[src/rtl/vss_pkg.sv]
package vss_pkg;
  localparam int CHUNK_B = 16;
  localparam int MAX_B   = 64;
  localparam int TOT_W   = $clog2(MAX_B + 1);
  localparam int BYTE_W  = $clog2(CHUNK_B + 1);
  localparam int RES_W   = $clog2(CHUNK_B);
  localparam int CNT_W   = 4;
  localparam int REG_W   = 5;
  localparam logic [REG_W-1:0] IMM_SEL = '1;

  typedef enum logic [1:0] {
    K_MEM = 2'd0,
    K_MAR = 2'd1,
    K_WBR = 2'd2,
    K_WBI = 2'd3
  } kind_e;

  typedef struct packed {
    logic             store;
    logic             lane_mode;
    logic             wb;
    logic [1:0]       esize;
    logic [3:0]       lane;
    logic             repl;
    logic [REG_W-1:0] off_idx;
    logic [REG_W-1:0] vd;
    logic [REG_W-1:0] base;
  } ctx_t;
endpackage

[src/rtl/vss_sizer.sv]
module vss_sizer
  import vss_pkg::*;
#(
  parameter int RAW_W = 12
) (
  input  logic             lane_mode_i,
  input  logic             store_i,
  input  logic             wb_i,
  input  logic [1:0]       esize_i,
  input  logic [7:0]       dsize_i,
  input  logic [2:0]       nelem_i,
  input  logic [2:0]       nregs_i,
  output logic [TOT_W-1:0] total_o,
  output logic [RES_W-1:0] res_o,
  output logic [CNT_W-1:0] n_mem_o,
  output logic [CNT_W-1:0] n_mar_o,
  output logic [CNT_W-1:0] n_all_o,
  output logic             bad_o
);
  localparam int SPLIT_B = 2 * CHUNK_B;

  logic [RAW_W-1:0] prod, raw;
  logic [CNT_W-1:0] cnt;

  always_comb begin
    prod    = RAW_W'(nregs_i) * RAW_W'(dsize_i);
    raw     = lane_mode_i ? (RAW_W'(nelem_i) << esize_i) : (prod >> 3);
    bad_o   = (raw == '0) || (raw > RAW_W'(MAX_B));
    total_o = TOT_W'(raw);
    res_o   = RES_W'(raw % RAW_W'(CHUNK_B));
    n_mem_o = CNT_W'((raw + RAW_W'(CHUNK_B - 1)) / RAW_W'(CHUNK_B));
    cnt     = lane_mode_i ? CNT_W'(nelem_i) : CNT_W'(nregs_i);
    if (store_i) n_mar_o = (raw > RAW_W'(SPLIT_B)) ? CNT_W'(2) : CNT_W'(1);
    else         n_mar_o = (cnt + CNT_W'(1)) >> 1;
    n_all_o = n_mem_o + n_mar_o + CNT_W'(wb_i);
  end
endmodule

[src/rtl/vss_order.sv]
module vss_order
  import vss_pkg::*;
#(
  parameter int TMP_BASE = 8
) (
  input  ctx_t             ctx_i,
  input  logic [CNT_W-1:0] idx_i,
  input  logic [CNT_W-1:0] n_mem_i,
  input  logic [CNT_W-1:0] n_mar_i,
  input  logic [CNT_W-1:0] n_all_i,
  input  logic [TOT_W-1:0] total_i,
  input  logic [RES_W-1:0] res_i,
  output logic [1:0]       kind_o,
  output logic [REG_W-1:0] tmp_o,
  output logic [REG_W-1:0] arch_o,
  output logic [REG_W-1:0] off_idx_o,
  output logic [TOT_W-1:0] offset_o,
  output logic [BYTE_W-1:0] bytes_o,
  output logic [TOT_W-1:0] imm_o,
  output logic             unal_o,
  output logic [3:0]       lane_o,
  output logic             repl_o,
  output logic             last_o
);
  logic [CNT_W-1:0] mem_s, mar_s, mi, ai;
  logic in_mem, in_mar;

  always_comb begin
    if (ctx_i.store) begin
      mar_s = '0;
      mem_s = n_mar_i;
    end else begin
      mem_s = '0;
      mar_s = n_mem_i + CNT_W'(ctx_i.wb);
    end
    in_mem = (idx_i >= mem_s) && (idx_i < mem_s + n_mem_i);
    in_mar = (idx_i >= mar_s) && (idx_i < mar_s + n_mar_i);
    mi = idx_i - mem_s;
    ai = idx_i - mar_s;

    kind_o    = K_MEM;
    tmp_o     = '0;
    arch_o    = '0;
    off_idx_o = '0;
    offset_o  = '0;
    bytes_o   = '0;
    imm_o     = '0;
    unal_o    = 1'b0;
    lane_o    = '0;
    repl_o    = 1'b0;

    if (in_mem) begin
      kind_o   = K_MEM;
      tmp_o    = REG_W'(TMP_BASE) + REG_W'(mi);
      offset_o = TOT_W'(mi) * TOT_W'(CHUNK_B);
      bytes_o  = (mi == n_mem_i - CNT_W'(1) && res_i != '0) ? BYTE_W'(res_i)
                                                            : BYTE_W'(CHUNK_B);
      unal_o   = 1'b1;
    end else if (in_mar) begin
      kind_o = K_MAR;
      if (ctx_i.store) begin
        tmp_o  = REG_W'(TMP_BASE) + (REG_W'(ai) << 1);
        arch_o = ctx_i.vd;
      end else begin
        tmp_o  = REG_W'(TMP_BASE);
        arch_o = ctx_i.vd + (REG_W'(ai) << 1);
      end
      if (ctx_i.lane_mode) begin
        lane_o = ctx_i.lane;
        repl_o = ctx_i.repl;
      end
    end else if (ctx_i.off_idx == IMM_SEL) begin
      kind_o = K_WBI;
      imm_o  = total_i;
    end else begin
      kind_o    = K_WBR;
      off_idx_o = ctx_i.off_idx;
    end
    last_o = (idx_i == n_all_i - CNT_W'(1));
  end
endmodule

[src/rtl/vec_struct_seq.sv]
module vec_struct_seq
  import vss_pkg::*;
#(
  parameter int TMP_BASE = 8
) (
  input  logic       clk_i,
  input  logic       rst_ni,
  input  logic       req_valid_i,
  output logic       req_ready_o,
  input  logic       req_store_i,
  input  logic       req_lane_mode_i,
  input  logic [1:0] req_esize_i,
  input  logic [7:0] req_dsize_i,
  input  logic [2:0] req_nelem_i,
  input  logic [2:0] req_nregs_i,
  input  logic [3:0] req_lane_i,
  input  logic       req_repl_i,
  input  logic       req_wb_i,
  input  logic [4:0] req_off_idx_i,
  input  logic [4:0] req_vd_i,
  input  logic [4:0] req_base_i,
  output logic       err_o,
  output logic       uop_valid_o,
  input  logic       uop_ready_i,
  output logic [1:0] uop_kind_o,
  output logic [4:0] uop_tmp_o,
  output logic [4:0] uop_arch_o,
  output logic [4:0] uop_gpr_o,
  output logic [4:0] uop_off_idx_o,
  output logic [6:0] uop_offset_o,
  output logic [4:0] uop_bytes_o,
  output logic [6:0] uop_imm_o,
  output logic [1:0] uop_esize_o,
  output logic       uop_unaligned_o,
  output logic [3:0] uop_lane_o,
  output logic       uop_repl_o,
  output logic       uop_last_o,
  output logic       uop_delay_o
);
  logic             busy_q, err_q, acc, bad;
  logic [CNT_W-1:0] idx_q;
  ctx_t             ctx_q, ctx_d;
  logic [TOT_W-1:0] total_d, total_q;
  logic [RES_W-1:0] res_d, res_q;
  logic [CNT_W-1:0] n_mem_d, n_mem_q, n_mar_d, n_mar_q, n_all_d, n_all_q;
  logic             last;

  vss_sizer u_sizer (
    .lane_mode_i(req_lane_mode_i),
    .store_i    (req_store_i),
    .wb_i       (req_wb_i),
    .esize_i    (req_esize_i),
    .dsize_i    (req_dsize_i),
    .nelem_i    (req_nelem_i),
    .nregs_i    (req_nregs_i),
    .total_o    (total_d),
    .res_o      (res_d),
    .n_mem_o    (n_mem_d),
    .n_mar_o    (n_mar_d),
    .n_all_o    (n_all_d),
    .bad_o      (bad)
  );

  always_comb begin
    ctx_d.store     = req_store_i;
    ctx_d.lane_mode = req_lane_mode_i;
    ctx_d.wb        = req_wb_i;
    ctx_d.esize     = req_esize_i;
    ctx_d.lane      = req_lane_i;
    ctx_d.repl      = req_repl_i;
    ctx_d.off_idx   = req_off_idx_i;
    ctx_d.vd        = req_vd_i;
    ctx_d.base      = req_base_i;
  end

  assign req_ready_o = !busy_q;
  assign acc         = req_valid_i && !busy_q;

  always_ff @(posedge clk_i or negedge rst_ni) begin
    if (!rst_ni) begin
      busy_q  <= 1'b0;
      err_q   <= 1'b0;
      idx_q   <= '0;
      ctx_q   <= '0;
      total_q <= '0;
      res_q   <= '0;
      n_mem_q <= '0;
      n_mar_q <= '0;
      n_all_q <= '0;
    end else begin
      err_q <= acc && bad;
      if (acc && !bad) begin
        busy_q  <= 1'b1;
        idx_q   <= '0;
        ctx_q   <= ctx_d;
        total_q <= total_d;
        res_q   <= res_d;
        n_mem_q <= n_mem_d;
        n_mar_q <= n_mar_d;
        n_all_q <= n_all_d;
      end else if (busy_q && uop_ready_i) begin
        if (last) busy_q <= 1'b0;
        else      idx_q  <= idx_q + CNT_W'(1);
      end
    end
  end

  vss_order #(.TMP_BASE(TMP_BASE)) u_order (
    .ctx_i    (ctx_q),
    .idx_i    (idx_q),
    .n_mem_i  (n_mem_q),
    .n_mar_i  (n_mar_q),
    .n_all_i  (n_all_q),
    .total_i  (total_q),
    .res_i    (res_q),
    .kind_o   (uop_kind_o),
    .tmp_o    (uop_tmp_o),
    .arch_o   (uop_arch_o),
    .off_idx_o(uop_off_idx_o),
    .offset_o (uop_offset_o),
    .bytes_o  (uop_bytes_o),
    .imm_o    (uop_imm_o),
    .unal_o   (uop_unaligned_o),
    .lane_o   (uop_lane_o),
    .repl_o   (uop_repl_o),
    .last_o   (last)
  );

  assign err_o       = err_q;
  assign uop_valid_o = busy_q;
  assign uop_gpr_o   = ctx_q.base;
  assign uop_esize_o = ctx_q.esize;
  assign uop_last_o  = last;
  assign uop_delay_o = !last;
endmodule

[config.mk]
export PLATFORM = sky130hd
export DESIGN_NAME = vec_struct_seq
export DESIGN_NICKNAME = d
export VERILOG_FILES = /design/src/rtl/vss_pkg.sv /design/src/rtl/vss_sizer.sv /design/src/rtl/vss_order.sv /design/src/rtl/vec_struct_seq.sv
export SDC_FILE = /design/constraint.sdc
export NUM_CORES = 1
export LEC_CHECK = 0
export ABC_AREA = 1
export BUFFER_PORTS_ARGS = -buffer_cell sky130_fd_sc_hd__buf_2
export CELL_PAD_IN_SITES_DETAIL_PLACEMENT = 1
export CELL_PAD_IN_SITES_GLOBAL_PLACEMENT = 2
export CORE_MARGIN = 3
export CORE_UTILIZATION = 30
export DETAILED_ROUTE_END_ITERATION = 6
export PLACE_DENSITY = 0.89
export SLEW_MARGIN = 20
export SYNTH_ARGS = -nofsm -noshare
export SYNTH_HDL_FRONTEND = slang
export SYNTH_SLANG_ARGS = --single-unit
export TNS_END_PERCENT = 100
[constraint.sdc]
create_clock -name clk_i -period 8.35 [get_ports clk_i]
set_clock_uncertainty 0.05 [all_clocks]
set_input_delay 0.835 -clock clk_i [delete_from_list [all_inputs] [get_ports clk_i]]
set_output_delay 0.835 -clock clk_i [all_outputs]
set_load 0.02 [all_outputs]
### Yosys cells after proc, flatten, opt, wreduce, memory -nomap -nowiden

Cells that the tools add are included.
Widths: inputs -> output; s select.

| word-level totals | value |
|---|---|
| flip-flop bits (word level) | 54 |
| input bits | 43 |
| word-level logic and storage cells | 98 |
| output and inout port bits | 54 |

| operators by class | value |
|---|---|
| shift operators | 1 |
| add/subtract/negate cells | 15 |
| muxes and demuxes | 37 |
| reduce and logical (&&, ||, !) cells | 17 |
| multiply operators | 1 |
| eq/ne operators | 4 |
| order comparisons | 6 |

Operators with widths:

| cell | count |
|---|---|
| $mux 5 | 11 |
| $mux 4 | 8 |
| $mux 7 | 4 |
| $add 4x4->4 | 3 |
| $gt 12x6->1 const B | 1 |
| $gt 12x7->1 const B | 1 |
| $logic_not 12->1 | 1 |
| $mux 12 | 1 |
| $shl 3x2->12 | 1 |
| $mul 3x8->11 | 1 |
| $add 4x1->4 | 2 |
| $add 4x1->4 const B | 2 |
| $add 8x4->8 const B | 1 |
| $eq 4x4->1 | 2 |
| $ge 4x4->1 | 2 |
| $lt 4x4->1 | 2 |
| $mux 1 | 8 |
| $sub 4x1->4 const B | 2 |
| $sub 4x4->4 | 2 |
| $logic_and 1x1->1 | 7 |
| $mux 2 | 3 |
| $mux 3 | 2 |
| $add 4x4->5 const A | 1 |
| $add 4x5->5 const A | 1 |
| 8 further kinds | 12 |

### Depth between registers and ports, before layout

| logic depth | value |
|---|---|
| depth in word-level cells | 8 |
| gate-level depth with buffers | 30 |
| mapped depth without buffers | 29 |

### By module

From an unflattened synthesis, not the netlist that was laid out.

| second synthesis, totals | value |
|---|---|
| cells, all modules | 714 |
| area, all modules | 5347.6 µm² |

By module, submodules not included:

| module | cells each | seq. area each (µm²) | times used | area each (µm²) |
|---|---|---|---|---|
| vec_struct_seq | 244 | 1351.3 | 1 | 2424.8 |
| vss_order | 254 | 0.0 | 1 | 1554.0 |
| vss_sizer | 216 | 0.0 | 1 | 1368.8 |

### Worst setup path before layout

No wires, ideal clock.

| timing path | value |
|---|---|
| path kind | input -> register |
| from | input port req_nregs_i[2] |
| to | register n_all_q[2] |
| data required time | 8177 ps |
| setup time | 123 ps |
| buffers on the path | 1 |
| path slack | 3998 ps |
| arrival time | 4179 ps |
| stages | 24 |
| path through | clkbuf_1 > nand2_1 > inv_1 > fa_1 > nand2_1 > nor3_1 > inv_1 > fa_1 > inv_1 > nand3_1 > nand2_2 > nand2_1 > nand3_1 > nand2_2 > nand2_2 > nor2_4 > nor2_1 > inv_1 > nand2_1 > inv_1 > fa_1 > fa_1 > xnor2_1 > o21ai_1 |

| on the way | value |
|---|---|
| elaborated cells between the ends (all ways) | 15 |
| those cells by class | add/sub (4); mul (1); order compare (2); mux (4); reduce/logical (4) |

RTL lines:

| element | line | RTL |
|---|---|---|
| start, declared | vec_struct_seq.sv:15 | `input logic [2:0] req_nregs_i,` |
| $mul 3x8->11 | vss_sizer.sv:26 | `prod = RAW_W'(nregs_i) * RAW_W'(dsize_i);` |
| $mux 12 | vss_sizer.sv:27 | `raw = lane_mode_i ? (RAW_W'(nelem_i) << esize_i) : (prod >> 3);` |
| $add 8x4->8 | vss_sizer.sv:31 | `n_mem_o = CNT_W'((raw + RAW_W'(CHUNK_B - 1)) / RAW_W'(CHUNK_B));` |
| net n_mem_d[0] | vec_struct_seq.sv:45 | `logic [CNT_W-1:0] n_mem_d, n_mem_q, n_mar_d, n_mar_q, n_all_d, n_all_q;` |
| $add 4x4->4 | vss_sizer.sv:35 | `n_all_o = n_mem_o + n_mar_o + CNT_W'(wb_i);` |
| $add 4x1->4 | vss_sizer.sv:35 |  |
| end signal, assigned | vec_struct_seq.sv:100 | `n_all_q <= n_all_d;` |
| end, declared | vec_struct_seq.sv:45 |  |

The timed path passes the listed nets, and every way through them passes these cells.
A chain may end at the register's enable or synchronous reset.

### Worst setup path in the final report

| timing path | value |
|---|---|
| from | register ctx_q[24] (netlist bit) |
| to | output port uop_arch_o[3] |

| on the way | value |
|---|---|
| cells in the longest elaborated chain, start to end | 6 |
| elaborated cells between the ends (all ways) | 15 |
| those cells by class | add/sub (4); order compare (4); mux (5); reduce/logical (2) |

Ends and longest elaborated chain:

| element | line | RTL |
|---|---|---|
| start, declared | vec_struct_seq.sv:42 | `ctx_t ctx_q, ctx_d;` |
| start signal, assigned | vec_struct_seq.sv:95 | `ctx_q <= ctx_d;` |
| $mux 4 | vss_order.sv:29 | `if (ctx_i.store) begin` |
| $sub 4x4->4 / $add 4x4->4 (equally long branches) | vss_order.sv:39, vss_order.sv:37 |  |
| $add 5x5->5 / $lt 4x4->1 (equally long branches) | vss_order.sv:66, vss_order.sv:37 |  |
| $mux 5 / $logic_and 1x1->1 (equally long branches) | vss_order.sv:61, vss_order.sv:37 |  |
| $mux 5 | vss_order.sv:59 | `end else if (in_mar) begin` |
| $mux 5 * | vss_order.sv:52 | `if (in_mem) begin` |
| end, declared | vec_struct_seq.sv:27 | `output logic [4:0] uop_arch_o,` |

Every way passes the cells marked *; elsewhere a longest branch is shown, timed or not.

==> flow_metrics.py <==
metrics = {
    "clocking": {
        "numClockSinks": 49,
        "cts-root-buf": "clkbuf_16",
        "clock_path_buffers": 2,
        "cts_buffers": 5,
        "cts_setup_buffers": 0,
        "post_cts_hold_buffer_count": 0,
        "clock_latency_ns": 0.29,
        "clkTransAtPathRegs_ns": 0.07,
        "cts_resized": 0,
        "h-tree-depth": 2,
        "cts_tree": "built",
    },
    "synth": {
        "synth_cell_types": 46,
        "synth_area_per_cell_um2": 7.16,
        "syn-cell-area_mm2": 0.00453,
        "synthCells": 632,
        "synthTopCellsByArea": "dfrtp_1 (27%), nand2_1 (18%), ha_1 (11%)",
        "synth_most_common_cell": "nand2_1",
        "yosys_warnings": 0,
        "ys_seq_area_share_pct": 27.1,
        "yosysTopAreaCell": "dfrtp_1",
        "synth_top_area_share_pct": 27.1,
        "synth_common_cells": "nand2_1 (223), inv_1 (90), dfrtp_1 (49)",
        "synth_seq_cells": 49,
        "synthArstFlopShare_pct": 100,
        "synth-main-ff-cell": "dfrtp_1",
        "synth_edf_count": 0,
    },
    "timing": {
        "fin_tns_setup_ns": 0,
        "hold_violations": 0,
        "drv_slew": 0,
        "finalCritPeriodShare_pct": 58.7,
        "worst_pin_slew_ns": 0.652,
        "slew_headroom_pct": 56.6,
        "timing.fmax_ghz": 0.204,
        "period_minus_slack_ns": 4.90,
        "rsz0062_at_grt": "no",
        "hold_ws_ns": 0.428,
        "setup_viol": 0,
    },
    "die": {
        "design.die.area_mm2": 0.0166,
        "die_x_um": 129,
        "core_mm2": 0.0146,
        "start_util_pct": 30.9,
        "core.rowCount": 44,
        "fp.dieH_um": 129,
        "num_io_pins": 97,
    },
    "cells_and_area": {
        "antenna_cells": 0,
        "area.growth.synth_to_final_pct": 13.8,
        "nFillCells": 1872,
        "drive_gt1_share_pct": 17.8,
        "final_nets": 803,
    },
    "power": {
        "power.internal_mw": 0.979,
        "vdd_ir_drop_max_mv": 0.237,
        "p_sw_share_pct": 55.1,
        "p_leak_nw": 2.97,
        "p_sw_mw": 1.20,
        "p_clk_share_pct": 9.5,
        "pwr-share-comb_pct": 69.7,
        "powerDensity_mw_per_mm2": 423,
        "seqPwrFrac_pct": 20.8,
    },
    "hold_path": {
        "hold_start": "uop_esize_o[1]",
        "worstHoldPathType": "register to register",
    },
    "worst_setup_path": {
        "setup.worst_path.end_class": "output pin",
        "cp.arrival_ns": 4.01,
        "reg2reg_depth": 10,
        "cp-start-kind": "register",
        "critPathKind": "register to output pin",
        "endpoint": "uop_arch_o[3]",
        "crit_path_max_fanout": 12,
        "reg2reg_to": "idx_q[3]",
        "worstPathRequired_ns": 7.47,
        "r2r_start": "n_all_q[0]",
        "critPathLaunch": "ctx_q[24]",
        "r2r_slack_ns": 6.45,
    },
    "route": {
        "detail-route-antenna-nets": 0,
        "detail_route.wl_per_cell_um": 14.3,
        "drtIter0Drc": 184,
        "via_count": 4245,
        "routed_wl_um": 12700,
        "drc_errors": 0,
        "dr.pass1.iters": 6,
        "viasPerCell": 4.75,
    },
    "outcome": {
        "status": "completed",
    },
    "global_routing": {
        "grt_first_pass_wirelength_um": 21100,
        "grt_antenna_before_repair": 0,
        "grt_start_max_net_pins": 57,
        "grt-ovfl-total": 0,
        "grt_pass1_vias": 4409,
        "track_usage_pct": 15.5,
    },
    "placed_design": {
        "dpl.hpwl_um": 10400,
        "portBuffers": 92,
        "gp_congestion": 0.859,
    },
    "run": {
        "maxCapViolCount": 0,
    },
}
-- registers in the layout (all words and copies together), names as in the netlist --
name / count
idx_q: 4
err_o: 1
uop_esize_o: 2
n_all_q: 4
total_q: 7
uop_gpr_o: 5
n_mem_q: 4
uop_valid_o: 1
ctx_q: 18
n_mar_q: 3
-- cells by family after synthesis --
logic type	share of synthesized area (%)
other	0.0828
buffers and inverters	13.4
flip-flops	27.1
adder cells (fa/ha/maj)	16.7
AND/OR/NAND/NOR	30.2
AO/OA/AOI/OAI	7.65
XOR/XNOR	4.84
-- worst max-delay path, stage by stage (launching register included) --
cell	delay, ns
dfrtp_1	0.54
nand2_1	0.12
inv_1	0.06
ha_1	0.22
fa_1	0.53
inv_1	0.04
ha_1	0.26
a21boi_0	0.21
o211ai_1	0.10
nand3_1	0.36
inv_1	0.17
nor2_1	0.28
clkinv_1	0.32
a211oi_1	0.29
buf_2	0.21
-- power by group through the flow --
stage	logic (mW)	registers (mW)	clock network [mW]
detailed placement	1.54	0.460	0
finish	1.52	0.454	0.207
global placement	1.47	0.454	0
floorplan	1.14	0.418	0
CTS	1.54	0.456	0.212
global route	1.71	0.471	0.222
-- metal layers --
metal  track usage, %  up-vias  share of wire, %
met5                0        -                 0
met4             3.52        0               1.4
met3             1.54       12               2.0
met2             28.8       58                52
met1             19.3     2064                44
li1                 -     2111                 -
-- cell type report --
| cell class | instances | area, um^2 | area share, % |
|---|---|---|---|
| clock buffer | 5 | 125 | 2.43 |
| tap | 184 | 230 | 4.47 |
| timing repair buffer | 93 | 468 | 9.08 |
| multi-input combinational | 464 | 2710 | 52.6 |
| clock inverter | 3 | 21.3 | 0.413 |
| inverter | 95 | 372 | 7.21 |
| sequential | 49 | 1230 | 23.8 |
-- through the flow --
step	instance area (um^2)	utilization [%]	setup WS, ns	power (mW)	cells
final	5150	35.2	3.45	2.18	893
after global placement	5000	34.2	3.77	1.92	885
after floorplan	4540	-	4.00	1.56	635
after detailed placement	5000	34.2	3.66	2.00	885
after global routing	5150	35.2	3.10	2.41	893
after CTS	5150	35.2	3.39	2.21	893
-- cells in the final DEF (no fill, tap or decap), types with 2 or more instances in the layout --
master / Yosys / routed
nand2_1: 223 / 223
buf_2: 0 / 92
inv_1: 90 / 90
dfrtp_1: 49 / 49
ha_1: 38 / 38
nor2_1: 32 / 32
nand3_1: 27 / 27
a21oi_1: 20 / 20
nor3_1: 16 / 16
xor2_1: 14 / 14
fa_1: 14 / 14
o21ai_0: 12 / 12
xnor2_1: 11 / 11
o21ai_1: 10 / 10
nand2_2: 6 / 5
nand4_1: 5 / 5
clkbuf_16: 0 / 5
nor2_2: 4 / 4
conb_1: 1 / 4
nor2_4: 3 / 3
a21boi_0: 3 / 3
nor4_1: 3 / 3
nand2_4: 1 / 2
inv_2: 2 / 2
nand3_2: 2 / 2
o211ai_1: 2 / 2
a31oi_1: 2 / 2
-- how the worst min path moves through the flow --
| stage | endpoint | cells after the start | slack, ns |
|---|---|---|---|
| floorplan | ctx_q[10] | 2 | 0.40 |
| global placement | ctx_q[18] | 2 | 0.41 |
| detailed placement | uop_esize_o[1] | 2 | 0.41 |
| CTS | uop_esize_o[1] | 2 | 0.43 |
| global route | ctx_q[9] | 2 | 0.46 |
| finish | uop_esize_o[1] | 2 | 0.43 |
(Power assumes the default switching activity.)
